[config.mk]
export PLATFORM = sky130hd
export DESIGN_NAME = mclk_ratio_detect
export DESIGN_NICKNAME = d
export VERILOG_FILES = /design/src/rtl/mclk_ratio_detect.sv
export SDC_FILE = /design/constraint.sdc
export NUM_CORES = 1
export LEC_CHECK = 0
export BUFFER_PORTS_ARGS = -buffer_cell sky130_fd_sc_hd__buf_2
export CORE_MARGIN = 1
export CORE_UTILIZATION = 60
export DETAILED_ROUTE_END_ITERATION = 10
export PLACE_DENSITY = 0.77
export REMOVE_ABC_BUFFERS = 1
export SYNTH_ARGS = -nofsm -noshare
export SYNTH_HDL_FRONTEND = slang
export SYNTH_SLANG_ARGS = --single-unit
export TNS_END_PERCENT = 30
[constraint.sdc]
create_clock -name mclk -period 5.55 [get_ports mclk]
set_clock_uncertainty 0.05 [all_clocks]
set_input_delay 0.2775 -clock mclk [delete_from_list [all_inputs] [get_ports mclk]]
set_output_delay 0.2775 -clock mclk [all_outputs]
set_load 0.01 [all_outputs]
[src/rtl/mclk_ratio_detect.sv]
module mclk_ratio_detect #(
  parameter bit LOW_RATES = 1'b1,
  parameter int TOL       = 32
) (
  input  logic       mclk,
  input  logic       rst_n,
  input  logic       wclk,
  output logic [2:0] ratio,
  output logic       ratio_valid
);
  localparam int CNT_MAX = 768 + TOL + 1;
  localparam int CW      = $clog2(CNT_MAX + 1);
  localparam logic [2:0] CODE_DEF = 3'd5;

  logic [2:0]    wsync;
  logic [CW-1:0] cnt;
  logic          armed, cand_ok;
  logic [2:0]    cand, cls;

  always_ff @(posedge mclk or negedge rst_n)
    if (!rst_n) wsync <= '0;
    else        wsync <= {wsync[1:0], wclk};

  wire rise  = wsync[1] & ~wsync[2];
  wire stall = !rise && (cnt == CW'(CNT_MAX - 1));

  always_ff @(posedge mclk or negedge rst_n)
    if (!rst_n) begin
      cnt   <= '0;
      armed <= 1'b0;
    end else if (rise) begin
      cnt   <= CW'(1);
      armed <= 1'b1;
    end else if (cnt != CW'(CNT_MAX)) begin
      cnt   <= cnt + CW'(1);
    end

  function automatic logic near(input logic [CW-1:0] c, input int nom);
    int v;
    v = int'(c);
    return (v >= nom - TOL) && (v <= nom + TOL);
  endfunction

  always_comb begin
    cls = CODE_DEF;
    if      (LOW_RATES && near(cnt, 128)) cls = 3'd0;
    else if (LOW_RATES && near(cnt, 192)) cls = 3'd1;
    else if (near(cnt, 256))              cls = 3'd2;
    else if (near(cnt, 384))              cls = 3'd3;
    else if (near(cnt, 512))              cls = 3'd4;
    else if (near(cnt, 768))              cls = 3'd5;
  end

  always_ff @(posedge mclk or negedge rst_n)
    if (!rst_n) begin
      cand        <= CODE_DEF;
      cand_ok     <= 1'b0;
      ratio       <= CODE_DEF;
      ratio_valid <= 1'b0;
    end else if (stall) begin
      cand        <= CODE_DEF;
      cand_ok     <= 1'b1;
      ratio       <= CODE_DEF;
      ratio_valid <= 1'b1;
    end else if (rise && armed) begin
      if (cand_ok && cls == cand) begin
        ratio       <= cls;
        ratio_valid <= 1'b1;
      end
      cand    <= cls;
      cand_ok <= 1'b1;
    end
endmodule


After elaboration in Yosys (flattened, before gate mapping)
Cells that the tools add are included.
{"block": "op_classes", "n_reduce_logical": 13, "n_lt_le_gt_ge": 10, "add_sub_neg": 1, "bitwise": 2, "muxes": 17, "n_eq_ne": 3}
{"op": "3-bit 2-to-1 mux", "n": 9}
{"op": "10-bit by 8-bit >= comparator with 1-bit output (second input constant)", "n": 2}
{"op": "10-bit by 9-bit >= comparator with 1-bit output (second input constant)", "n": 2}
{"op": "10-bit by 8-bit less-or-equal comparator with 1-bit output (second input constant)", "n": 2}
{"op": "10-bit by 9-bit less-or-equal comparator with 1-bit output (second input constant)", "n": 2}
{"op": "10-bit 2-to-1 mux", "n": 2}
{"op": "10-bit by 1-bit adder with 10-bit output (second input constant)", "n": 1}
{"op": "10-bit equality test (second input constant)", "n": 1}
{"op": "10-bit by 7-bit >= comparator with 1-bit output (second input constant)", "n": 1}
{"op": "10-bit less-or-equal comparator (second input constant)", "n": 1}
{"op": "10-bit != test (second input constant)", "n": 1}
{"op": "1-bit logical AND", "n": 8}
{"op": "1-bit 2-to-1 mux", "n": 6}
{"op": "2-bit nonzero test", "n": 3}
{"op": "3-bit equality test", "n": 1}
{"op": "2-bit AND reduction", "n": 1}
{"op": "1-bit bitwise AND", "n": 1}
{"op": "1-bit zero test", "n": 1}
{"op": "1-bit inverter", "n": 1}
{"block": "totals", "inputBits": 3, "word_cells": 53, "output_inout_bits": 4, "register_bits": 22}

Logic depth before layout (Yosys ltp)
Gate-level depths: netlist (run 1).
{"block": "logic_depth", "ltp_word": 12, "mapped_depth": 7, "depth_no_buf": 6}

Worst setup path after synthesis (run 1)
Ideal clock, no wire load.
{"block": "synth_timing", "kind": "reg-to-reg", "startpoint": "register cnt[6]", "endpoint": "register ratio[2]", "stages_incl_launch_ff": 8, "arrival_ns": 1.688, "setup_time_ns": 0.075, "n_path_buf": 1, "setup_slack_ns": 3.737, "synth_period_minus_slack_ns": 1.813, "required_ns": 5.425, "cell_sequence": "dfrtp_1 buf_4 and3b_1 a221oi_2 o21ai_0 a21o_1 a221oi_4 mux2i_1"}
{"block": "synth_via", "elab_chain_len": 11, "elab_cells_between_ends": 30, "cone_classes": "order compare: 10; eq/ne: 2; mux: 8; reduce/logical: 10"}
{"item": "start, declared", "line": "16", "text": "logic [CW-1:0] cnt;"}
{"item": "start signal, assigned", "line": "35", "text": "cnt <= cnt + CW'(1);"}
{"item": "10-bit by 9-bit >= comparator with 1-bit output / 10-bit less-or-equal comparator (equally long branches)", "line": "41", "text": "return (v >= nom - TOL) && (v <= nom + TOL);"}
{"item": "1-bit logical AND", "line": "41"}
{"item": "1-bit 2-to-1 mux", "line": "50", "text": "else if (near(cnt, 512)) cls = 3'd4;"}
{"item": "3-bit 2-to-1 mux", "line": "49", "text": "else if (near(cnt, 384)) cls = 3'd3;"}
{"item": "3-bit 2-to-1 mux", "line": "48", "text": "else if (near(cnt, 256)) cls = 3'd2;"}
{"item": "3-bit 2-to-1 mux", "line": "47", "text": "else if (LOW_RATES && near(cnt, 192)) cls = 3'd1;"}
{"item": "3-bit 2-to-1 mux", "line": "46", "text": "if (LOW_RATES && near(cnt, 128)) cls = 3'd0;"}
{"item": "3-bit equality test", "line": "66", "text": "if (cand_ok && cls == cand) begin"}
{"item": "1-bit logical AND", "line": "66"}
{"item": "2-bit nonzero test (no source line)"}
{"item": "2-bit AND reduction (no source line)"}
{"item": "end signal, assigned", "line": "67", "text": "ratio <= cls;"}
{"item": "end, declared", "line": "8", "text": "output logic [2:0] ratio,"}
Several ways; a longest one is shown, not always the timed one. The select of a mux whose other input is x is not followed.
A chain may end at the register's enable or synchronous reset.

Final worst setup path (run 1)
{"block": "layout_timing", "startpoint": "register cnt[0]", "endpoint": "register ratio[2]"}
The elaborated chain is that of the path after synthesis.

==> flow_summary_export.csv, run 1 <==
group,metric,value,unit
outcome,status,"finished, final reports clean",
critical_path,start_kind,"register",
global_routing,grt_remaining_overflow,0,
critical_path,r2r-end,"ratio[2]",
critical_path,cp.required,5750,ps
detailed_routing,vias_per_cell,5.78,
sta,slew_headroom,49.5,%
critical_path,crit_chain,"nor2_1, a41oi_1, a21oi_1, nand4b_2, a221oi_4, mux2i_1",
synth,synthTopCellsByCount,"dfrtp_1 (18), nand2_1 (12), nand3_1 (9), nor2_1 (9)",
power,p_leak,0.583,nW
detailed_routing,drc_errors,0,
detailed_routing,wl,2210,um
cts,tritoncts,"done",
critical_path,path_delay_family,"compound AO/OA/AOI/OAI gates",
global_routing,grt_max_degree,23,
synth,post-synth-top-count-cell,"dfrtp_1",
synth,ys_types,45,
detailed_routing,wire_per_inst,13.7,um
worst_hold_path,hp-class,"input port to register",
sta,max_freq,484,MHz
die,placementRows,16,
critical_path,r2r_start,"cnt[0]",
run,max-cap-violations,0,
synth,synth_top_cell_by_area,"dfrtp_1",
power,p_comb_share,20.6,%
critical_path,startpoint,"cnt[0]",
sta,fin_crit_sh,37.2,%
detailed_routing,drtIter0Drc,24,
cells_and_area,num-fill-cells,141,
sta,hold_viol,0,
worst_hold_path,holdPathEnd,"wsync[0]",
power,ir_drop,0.254,mV
synth,ys_seq_area_share,43.3,%
power,p_seq_share,55.3,%
power,swShare,30.0,%
cts,cts.sinks,22,
worst_hold_path,hp-start,"wclk",
sta,min_period,2070,ps
placement,port_buffers,6,
cts,clk_pin_slew,120,ps
die,die_h,48.2,um
synth,postSynth.asyncResetShare,100,%
power,power_switching,0.000108,W
sta,setup_tns,0,ps
die,core,1980,um2
power,total_power,0.000361,W
cts,holdBufCountCts,1,
cts,postCtsSetupRepairBufs,0,
placement,preCtsSetupSlack,3510,ps
synth,yosys_most_used_dff,"dfrtp_1",
synth,synth_top_cells_by_area,"dfrtp_1 (35%), dfstp_2 (8.2%), nand3_1 (3.5%), nand2_1 (3.5%), xnor2_1 (3.4%)",
cells_and_area,syn_to_final_growth,5.66,%
synth,synth_top_cell_area_share,35.1,%
cts,cts_resized,0,
critical_path,critical_path_class,"register to register",
detailed_routing,firstDrtPassIters,4,
sta,setup_viol,0,
sta,worst_pin_slew,755,ps
cells_and_area,layout.nets,141,
critical_path,reg2reg_depth,6,
die,initial_core_util,64.7,%
cts,root_buffer,"clkbuf_4",
power,p_int,0.000253,W
cells_and_area,n_antenna_cell,0,
global_routing,antenna_found_initial,0,
critical_path,crit_slowest_cell,"dfrtp_1",
detailed_routing,vias,930,
cells_and_area,drive_gt1_share,19.4,%
critical_path,worstSetupEndpointType,"register",
synth,syn_area,1280,um2
cts,clock_latency,310,ps
synth,syn_area_per_cell,10.0,um2
critical_path,arrival,2260,ps
synth,ys_warn_count,0,
synth,ys_ff_latch,22,
sta,final_max_slew_viol_count,0,
cells_and_area,final-seq-area,556,um2
power,p_per_area,266,nW/um2
cts,cts-buffers-inserted,3,
global_routing,grt_pass1_vias,861,
critical_path,worst-path-buf-inv,0,
cells_and_area,multi_input_area,659,um2
power,power_frac_clock,24.1,%
critical_path,reg2reg_setup_slack,3480,ps
detailed_routing,antenna_left,0,
die,ios,7,
sta,fin_ws,3480,ps
synth,synth_enable_flop_cells,0,
sta,grt_setup_unrepaired,"no",
placement,gp_congestion,0.772,
die,die-area,2330,um2
placement,dp_hpwl,1670,um
die,die_w,48.2,um
synth,synth_cells,128,
global_routing,grt_pass1_wl,3620,um
critical_path,cp_max_fo,7,
cts,clockBufferDepth,2,
cts,htreeDepth,1,
worst_hold_path,holdPathStages,1,
critical_path,max_stage_delay,490,ps
global_routing,grtUsageTotal,23.0,%
[final cells by class]
cell class                      instances  share of cell area, %
Clock buffer                            4                   2.68
Inverter                                8                   2.22
Multi-Input combinational cell         93                   48.7
Sequential cell                        22                   41.0
Tap cell                               27                   2.49
Timing Repair Buffer                    7                   2.95
[worst reg2reg max path: stages (launching register included)]
cell and delay [ps]:
dfrtp_1 490, nor2_1 270, a41oi_1 190, a21oi_1 270, nand4b_2 190, a221oi_4 330
mux2i_1 230
[stage by stage]
step / instances / utilization, % / hold WS, ps / instance area, um2
final: 161 / 68.4 / 12.3 / 1360
after global placement: 156 / 66.0 / 204 / 1310
after detailed placement: 156 / 66.0 / 215 / 1310
after floorplan: 123 / - / -68.1 / 1240
after global routing: 161 / 68.4 / 3.03 / 1360
after CTS: 161 / 68.4 / 9.32 / 1360
[layer usage]
layer  wire, um  vias to the layer above  part of all wire [%]  GRT usage (%)
met1       1010                      443                    46           30.5
met3         74                        4                   3.3           4.44
met5          0                        -                     0              0
li1           -                      463                     -              -
met2       1080                       20                    49           36.5
met4         45                        0                   2.0           10.0
[state kept, by name, summed over array words and instances, names as in the netlist]
signal       flops
armed            1
ratio            3
cand             3
ratio_valid      1
cand_ok          1
cnt             10
wsync            3
[cells in the final DEF, fill, tap and decap left out, types with 3 or more instances in the layout]
cell type   n
dfrtp_1    18
nand2_1    12
nand3_1     9
nor2_1      9
inv_1       6
a21oi_1     6
buf_2       6
xnor2_1     5
o21ai_0     5
dfstp_2     4
xor2_1      3
and3_1      3
nand2b_1    3
a21o_1      3
ha_1        3
clkbuf_4    3
[kinds of logic (layout without fill, tap and decap cells)]
| family | Yosys count | in the layout | share of synthesized area, % |
|---|---|---|---|
| buffers and inverters | 13 | 19 | 5.27 |
| DFF | 22 | 22 | 43.3 |
| muxes | 3 | 3 | 2.44 |
| adders and majority gates | 3 | 3 | 2.93 |
| AOI/OAI and AO/OA | 26 | 26 | 16.4 |
| and+or+nand+nor | 53 | 53 | 24.2 |
| xor gates and xnor gates | 8 | 8 | 5.46 |
[power by group through the flow]
| stage | combinational, W | sequential, W | clock, W |
|---|---|---|---|
| final | 0.0000743 | 0.000199 | 0.0000871 |
| after global routing | 0.0000830 | 0.000202 | 0.0000954 |
| after CTS | 0.0000751 | 0.000199 | 0.0000896 |
| after detailed placement | 0.0000741 | 0.000202 | 0 |
| after global placement | 0.0000697 | 0.000201 | 0 |
| after floorplan | 0.0000575 | 0.000199 | 0 |
[how the worst max path moves through the flow]
stage,to,slack [ps],cells after the start
after floorplan,ratio[2],3700,6
after global placement,ratio[2],3560,6
after detailed placement,ratio[2],3510,6
after CTS,ratio[2],3460,6
after global routing,ratio[2],3290,6
final,ratio[2],3480,6
No activity file was read; power rests on OpenSTA's default activity.
==> run 2, diff against run 1 <==
- CORE_UTILIZATION: 60 -> 59
- PLACE_DENSITY: 0.77 -> 0.75
- clock period: 5.55 -> 2 ns (I/O delays scaled with it)
==> run 2 against run 1 <==
Compared with the run above: register-to-register slack lost 3500 ps; sequential share of layout area shrank 3.7 points; sequential cell count is the same; die area grew 1.6%; clock power grew to 3.9 times the previous value; fmax grew 3.5%; combinational power grew to 4.2 times the previous value; via count grew 9.2%; count of clock-buffer cells in the layout shrank 1.
==> flow_summary_export.csv, run 2 (synthesis results as in run 1) <==
group,metric,value,unit
outcome,status,"finished, final reports clean",
detailed_routing,vias_per_cell,5.87,
cells_and_area,largest_register,"cnt",
cts,tritoncts,"done",
cts,clock_latency,310,ps
power,p_leak,0.645,nW
placement,post_dp_cell_area,1360,um2
sta,setup_viol,0,
die,core,2000,um2
sta,min_period,2000,ps
critical_path,r2r-end,"ratio[0]",
sta,hold_viol,0,
critical_path,cp_max_fo,4,
power,total_power,0.00119,W
detailed_routing,antenna_left,0,
cts,clockBufferDepth,2,
detailed_routing,vias,1016,
global_routing,grt_pass1_wl,4290,um
cells_and_area,drive_gt1_share,31.5,%
sta,whs,229,ps
die,die-area,2360,um2
cells_and_area,final_common_cell,"dfrtp_1",
run,max-cap-violations,0,
placement,port_buffers,6,
cells_and_area,fin_area,1500,um2
critical_path,crit_end,"ratio[0]",
cells_and_area,finish.utilization,75.1,%
sta,worst_pin_slew,496,ps
power,ir_drop,0.681,mV
critical_path,r2r_start,"cnt[3]",
die,die_w,48.6,um
global_routing,antenna_found_initial,0,
global_routing,met2_usage,36.3,%
power,p_per_area,794,nW/um2
cts,clk_pin_slew,130,ps
sta,final_max_slew_viol_count,0,
placement,dp_hpwl,1800,um
global_routing,use_met3,3.46,%
global_routing,top_usage_layer,"met2",
global_routing,grt_pass1_vias,950,
global_routing,grtUsageTotal,23.9,%
cells_and_area,largest_register_ff_count,10,
critical_path,startpoint,"cnt[3]",
sta,max_freq,501,MHz
die,placementRows,16,
cells_and_area,final_cell_mix,"dfrtp_1 (14), nand2_1 (12), buf_4 (11)",
detailed_routing,drc_errors,0,
cells_and_area,n_antenna_cell,0,
critical_path,reg2reg_depth,8,
critical_path,arrival,2200,ps
cts,root_buffer,"clkbuf_4",
sta,fin_crit_sh,99.8,%
critical_path,critical_path_class,"register to register",
cells_and_area,layout.nets,153,
critical_path,start_kind,"register",
critical_path,reg2reg_setup_slack,4,ps
cts,cts.sinks,22,
cts,htreeDepth,1,
placement,gp_congestion,0.846,
sta,slew_headroom,67.0,%
detailed_routing,wl,2600,um
detailed_routing,firstDrtPassIters,4,
detailed_routing,wire_per_inst,15.0,um
worst_hold_path,hp-class,"input port to async pin",
die,ios,7,
detailed_routing,drtIter0Drc,43,
cells_and_area,syn_to_final_growth,17.2,%
die,die_h,48.6,um
sta,grt_setup_unrepaired,"yes",
global_routing,grt_remaining_overflow,0,
critical_path,cp.required,2210,ps
sta,setup_tns,0,ps
critical_path,worstSetupEndpointType,"register",
die,initial_core_util,64.1,%
cts,cts-buffers-inserted,3,
global_routing,grt_max_degree,23,
global_routing,grt_util_met1,33.5,%
[run 2: cell types whose count changed in the layout (fill, tap and decap cells not counted), sizes merged]
cell         delta
clkbuf          -1
dlygate4sd3     +1
buf            +11
bufinv          +1
[run 2: power breakdown]
group          switching [W]  leakage [nW]  total [W]  internal, W
registers          0.0000443         0.258   0.000538     0.000494
logic               0.000159         0.359   0.000315     0.000155
clock network       0.000137        0.0279   0.000340     0.000203
[run 2: area by class of cell]
type,count,area [um2]
clock inverters,1,30.0
multi-input cells,93,693
flip-flops and latches,22,561
well taps,27,33.8
inverters,8,30.0
fillers,142,499
repair buffers,19,133
clock buffers,3,22.5
[run 2: critical path: stages (launching register included)]
cell	delay [ps]
dfrtp_1	430
nor3_4	290
buf_4	170
a21oi_2	60
nor4b_4	310
a31oi_4	70
buf_4	160
a21o_1	170
a211o_1	250
[run 2: worst min-delay path by stage]
| stage | startpoint | to | cells after the start | slack [ps] |
|---|---|---|---|---|
| floorplan | rst_n | armed | 0 | -250 |
| global placement | rst_n | cnt[2] | 1 | 30 |
| detailed placement | rst_n | cnt[2] | 1 | 40 |
| CTS | rst_n | wsync[2] | 2 | 230 |
| global route | rst_n | cnt[0] | 2 | 250 |
| finish | rst_n | cnt[0] | 2 | 230 |
[run 2: what timing repair did]
item	in CTS	in global routing
setup buffers	2	2
hold buffers	2	0
pin swaps	5	5
endpoints found under the hold margin	19	0
resized for setup	4	6
setup endpoints to repair	2	3
[run 2: through the flow]
step           instances  worst slack [ps]
5_1_grt              173              -103
6_report             173              3.70
3_3_place_gp         163              68.4
2_1_floorplan        123               149
3_5_place_dp         163             -5.14
4_1_cts              171              11.0
[run 2: per-layer routing]
layer / vias to the layer above / share of wire, %
met4: 0 / 2.5
met3: 10 / 4.5
met2: 32 / 48
li1: 486 / -
met5: - / 0
met1: 488 / 45
==> run 3, diff against run 2 <==
--- a/config.mk
+++ b/config.mk
@@ -6,4 +6,5 @@
 export NUM_CORES = 1
 export LEC_CHECK = 0
+export ABC_AREA = 1
 export BUFFER_PORTS_ARGS = -buffer_cell sky130_fd_sc_hd__buf_2
 export CORE_MARGIN = 1
--- a/constraint.sdc
+++ b/constraint.sdc
@@ -3,3 +3,3 @@
 set_input_delay 0.1 -clock mclk [delete_from_list [all_inputs] [get_ports mclk]]
 set_output_delay 0.1 -clock mclk [all_outputs]
-set_load 0.01 [all_outputs]
+set_load 0.02 [all_outputs]
==> run 3 against run 2 <==
Compared with the run above: first-iteration DRC count is 12% lower; clock power is 1% lower; routed wire length is 6.0% higher; critical path depth is 4 higher; global-route usage is 2.3 points higher; area after synthesis is 1.7% higher; register-to-register slack better by 120 ps; hold slack better by 4.1 ps; sequential power is 8.0% higher; die area is 1.6% higher; combinational power is 14% lower; non-clock buffer count is 5 lower; largest cell class unchanged.
==> flow_summary_export.csv, run 3 <==
group,metric,value,unit
outcome,status,"finished, final reports clean",
cells_and_area,drive_gt1_share,28.6,%
cells_and_area,final_common_cell,"nand2_1",
synth,synth_cells,176,
cells_and_area,syn_to_final_growth,14.1,%
synth,syn_area,1300,um2
worst_hold_path,hp-class,"input port to async pin",
power,p_per_area,798,nW/um2
cells_and_area,layoutNonFillerInstCount,219,
detailed_routing,vias,1167,
synth,syn_area_per_cell,7.41,um2
global_routing,grt_max_degree,23,
die,die_w,49.0,um
placement,post_dp_cell_area,1360,um2
synth,synth_enable_flop_cells,0,
critical_path,worstSetupEndpointType,"register",
synth,synth_top_cell_area_share,34.5,%
power,p_seq_share,48.9,%
placement,port_buffers,6,
synth,ys_seq_area_share,42.6,%
critical_path,arrival,2030,ps
sta,min_period,1880,ps
detailed_routing,vias_per_cell,5.33,
power,ir_drop,0.702,mV
power,total_power,0.00119,W
power,p_leak,0.716,nW
sta,worst_pin_slew,496,ps
cells_and_area,final_cell_mix,"nand2_1 (42), nor2_1 (23), inv_1 (19)",
global_routing,grt_pass1_vias,1153,
detailed_routing,antenna_left,0,
placement,gp_congestion,0.876,
synth,ys_warn_count,0,
detailed_routing,wl,2750,um
power,p_comb_share,22.9,%
sta,fin_crit_sh,93.8,%
cts,clock_latency,300,ps
power,p_int,0.000830,W
power,power_switching,0.000358,W
cells_and_area,layout.nets,199,
cts,clockBufferDepth,2,
global_routing,grt_pass1_wl,4850,um
detailed_routing,drtIter0Drc,38,
detailed_routing,wire_per_inst,12.6,um
placement,dp_cells,208,
die,placementRows,16,
synth,postSynth.asyncResetShare,100,%
detailed_routing,firstDrtPassIters,4,
die,die_h,49.0,um
synth,ys_ff_latch,22,
die,core,2020,um2
synth,ys_types,29,
global_routing,grt_remaining_overflow,0,
sta,final_max_slew_viol_count,0,
critical_path,start_kind,"register",
sta,setup_viol,0,
synth,synthTopCellsByCount,"nand2_1 (43), nor2_1 (26), inv_1 (19), dfrtp_1 (18)",
cts,cts-buffers-inserted,3,
sta,hold_viol,0,
die,die-area,2400,um2
cts,htreeDepth,1,
synth,synth_top_cells_by_area,"dfrtp_1 (35%), nand2_1 (12%), dfstp_2 (8.1%), nor2_1 (7.5%), inv_1 (5.5%)",
die,initial_core_util,64.5,%
sta,grt_setup_unrepaired,"yes",
synth,post-synth-top-count-cell,"nand2_1",
detailed_routing,drc_errors,0,
run,max-cap-violations,0,
cts,cts.sinks,22,
sta,max_freq,533,MHz
cells_and_area,largest_register,"cnt",
power,swShare,30.1,%
detailed_routing,route.met2.wl,1280,um
die,ios,7,
synth,synth_top_cell_by_area,"dfrtp_1",
global_routing,antenna_found_initial,0,
cells_and_area,fin_area,1490,um2
global_routing,grtUsageTotal,26.1,%
cells_and_area,n_antenna_cell,0,
sta,fin_ws,125,ps
cells_and_area,largest_register_ff_count,10,
cts,tritoncts,"done",
placement,preCtsSetupSlack,144,ps
detailed_routing,wl_met1,1280,um
synth,yosys_most_used_dff,"dfrtp_1",
critical_path,cp.required,2160,ps
power,power_frac_clock,28.2,%
placement,dp_hpwl,2010,um
detailed_routing,maxUsedRoutingLayer,"met4",
critical_path,cp_max_fo,7,
cts,clk_pin_slew,120,ps
critical_path,critical_path_class,"register to register",
cts,root_buffer,"clkbuf_4",
detailed_routing,routed-wl-met3,123,um
sta,slew_headroom,66.9,%
-- run 3: cell types whose count changed after synthesis, moves of 4 or more --
cell     before  now
inv_1         6   19
nand2_1      12   43
nand2_2       0    9
nor2_1        9   26
nor2_2        0    4
o21ai_0       5   10
xnor2_1       5    0
-- run 3: final timing paths --
kind / from / endpoint / slack, ps / cells after the start
setup / recovery: cnt[6] / ratio[1] / 120 / 12
max in group asynchronous: rst_n / cnt[5] / 1310 / 2
setup reg to reg: cnt[6] / ratio[1] / 120 / 12
hold / removal: rst_n / cnt[3] / 230 / 2
min in group mclk: wsync[0] / wsync[1] / 330 / 0
hold reg to reg: wsync[0] / wsync[1] / 330 / 0
-- run 3: power groups by stage --
stage               Sequential (W)  Combinational, W  Clock (W)
detailed placement        0.000587          0.000243          0
CTS                       0.000578          0.000248   0.000347
global route              0.000591          0.000316   0.000363
floorplan                 0.000599          0.000156          0
finish                    0.000581          0.000272   0.000335
global placement          0.000583          0.000236          0
-- run 3: worst max-delay path, cell delays in order (launching register included) --
cell and delay, ps:
dfrtp_2 480, nand2_2 140, clkinv_2 120, nor2_2 150, nand2_1 80, nand2_2 110
nand2_1 80, nor3_1 210, nor2_2 70, nand3_2 110, nand2_2 70, nand2_1 60
nand2_1 40
-- run 3: routing by layer --
layer	up-vias	GRT usage, %
met5	-	0
met4	0	7.84
met3	11	4.05
met2	38	41.4
met1	531	36.9
li1	587	-
-- run 3: area by class of cell --
cell class                 count  area, um2
sequential                    22        561
clock buffer                   3       22.5
multi-input combinational    126        646
clock inverter                 1       30.0
fill                         150        534
tap                           27       33.8
inverter                      26        100
timing repair buffer          14       95.1
-- run 3: timing repair --
item / CTS / global route
endpoints found under the setup margin: 0 / 3
gates resized for setup: 0 / 8
setup buffers: 0 / 5
hold endpoints to repair: 19 / 0
hold buffers: 2 / 0
-- run 3: cell families after synthesis --
family                   after synthesis  synth area share [%]
XOR/XNOR                               1                 0.672
AND/OR/NAND/NOR                      100                  34.7
adder cells (fa/ha/maj)                3                  2.88
buffers and inverters                 28                  8.64
flip-flops                            22                  42.6
AO/OA/AOI/OAI                         22                  10.5
-- run 3: through the flow --
| stage | hold WS (ps) | setup TNS (ps) | utilization [%] |
|---|---|---|---|
| 6_report | 234 | 0 | 73.6 |
| 5_1_grt | 269 | -105 | 73.6 |
| 4_1_cts | 240 | 0 | 71.0 |
| 3_5_place_dp | 40.0 | 0 | 67.4 |
| 2_1_floorplan | -246 | 0 | - |
| 3_3_place_gp | 35.3 | 0 | 67.4 |
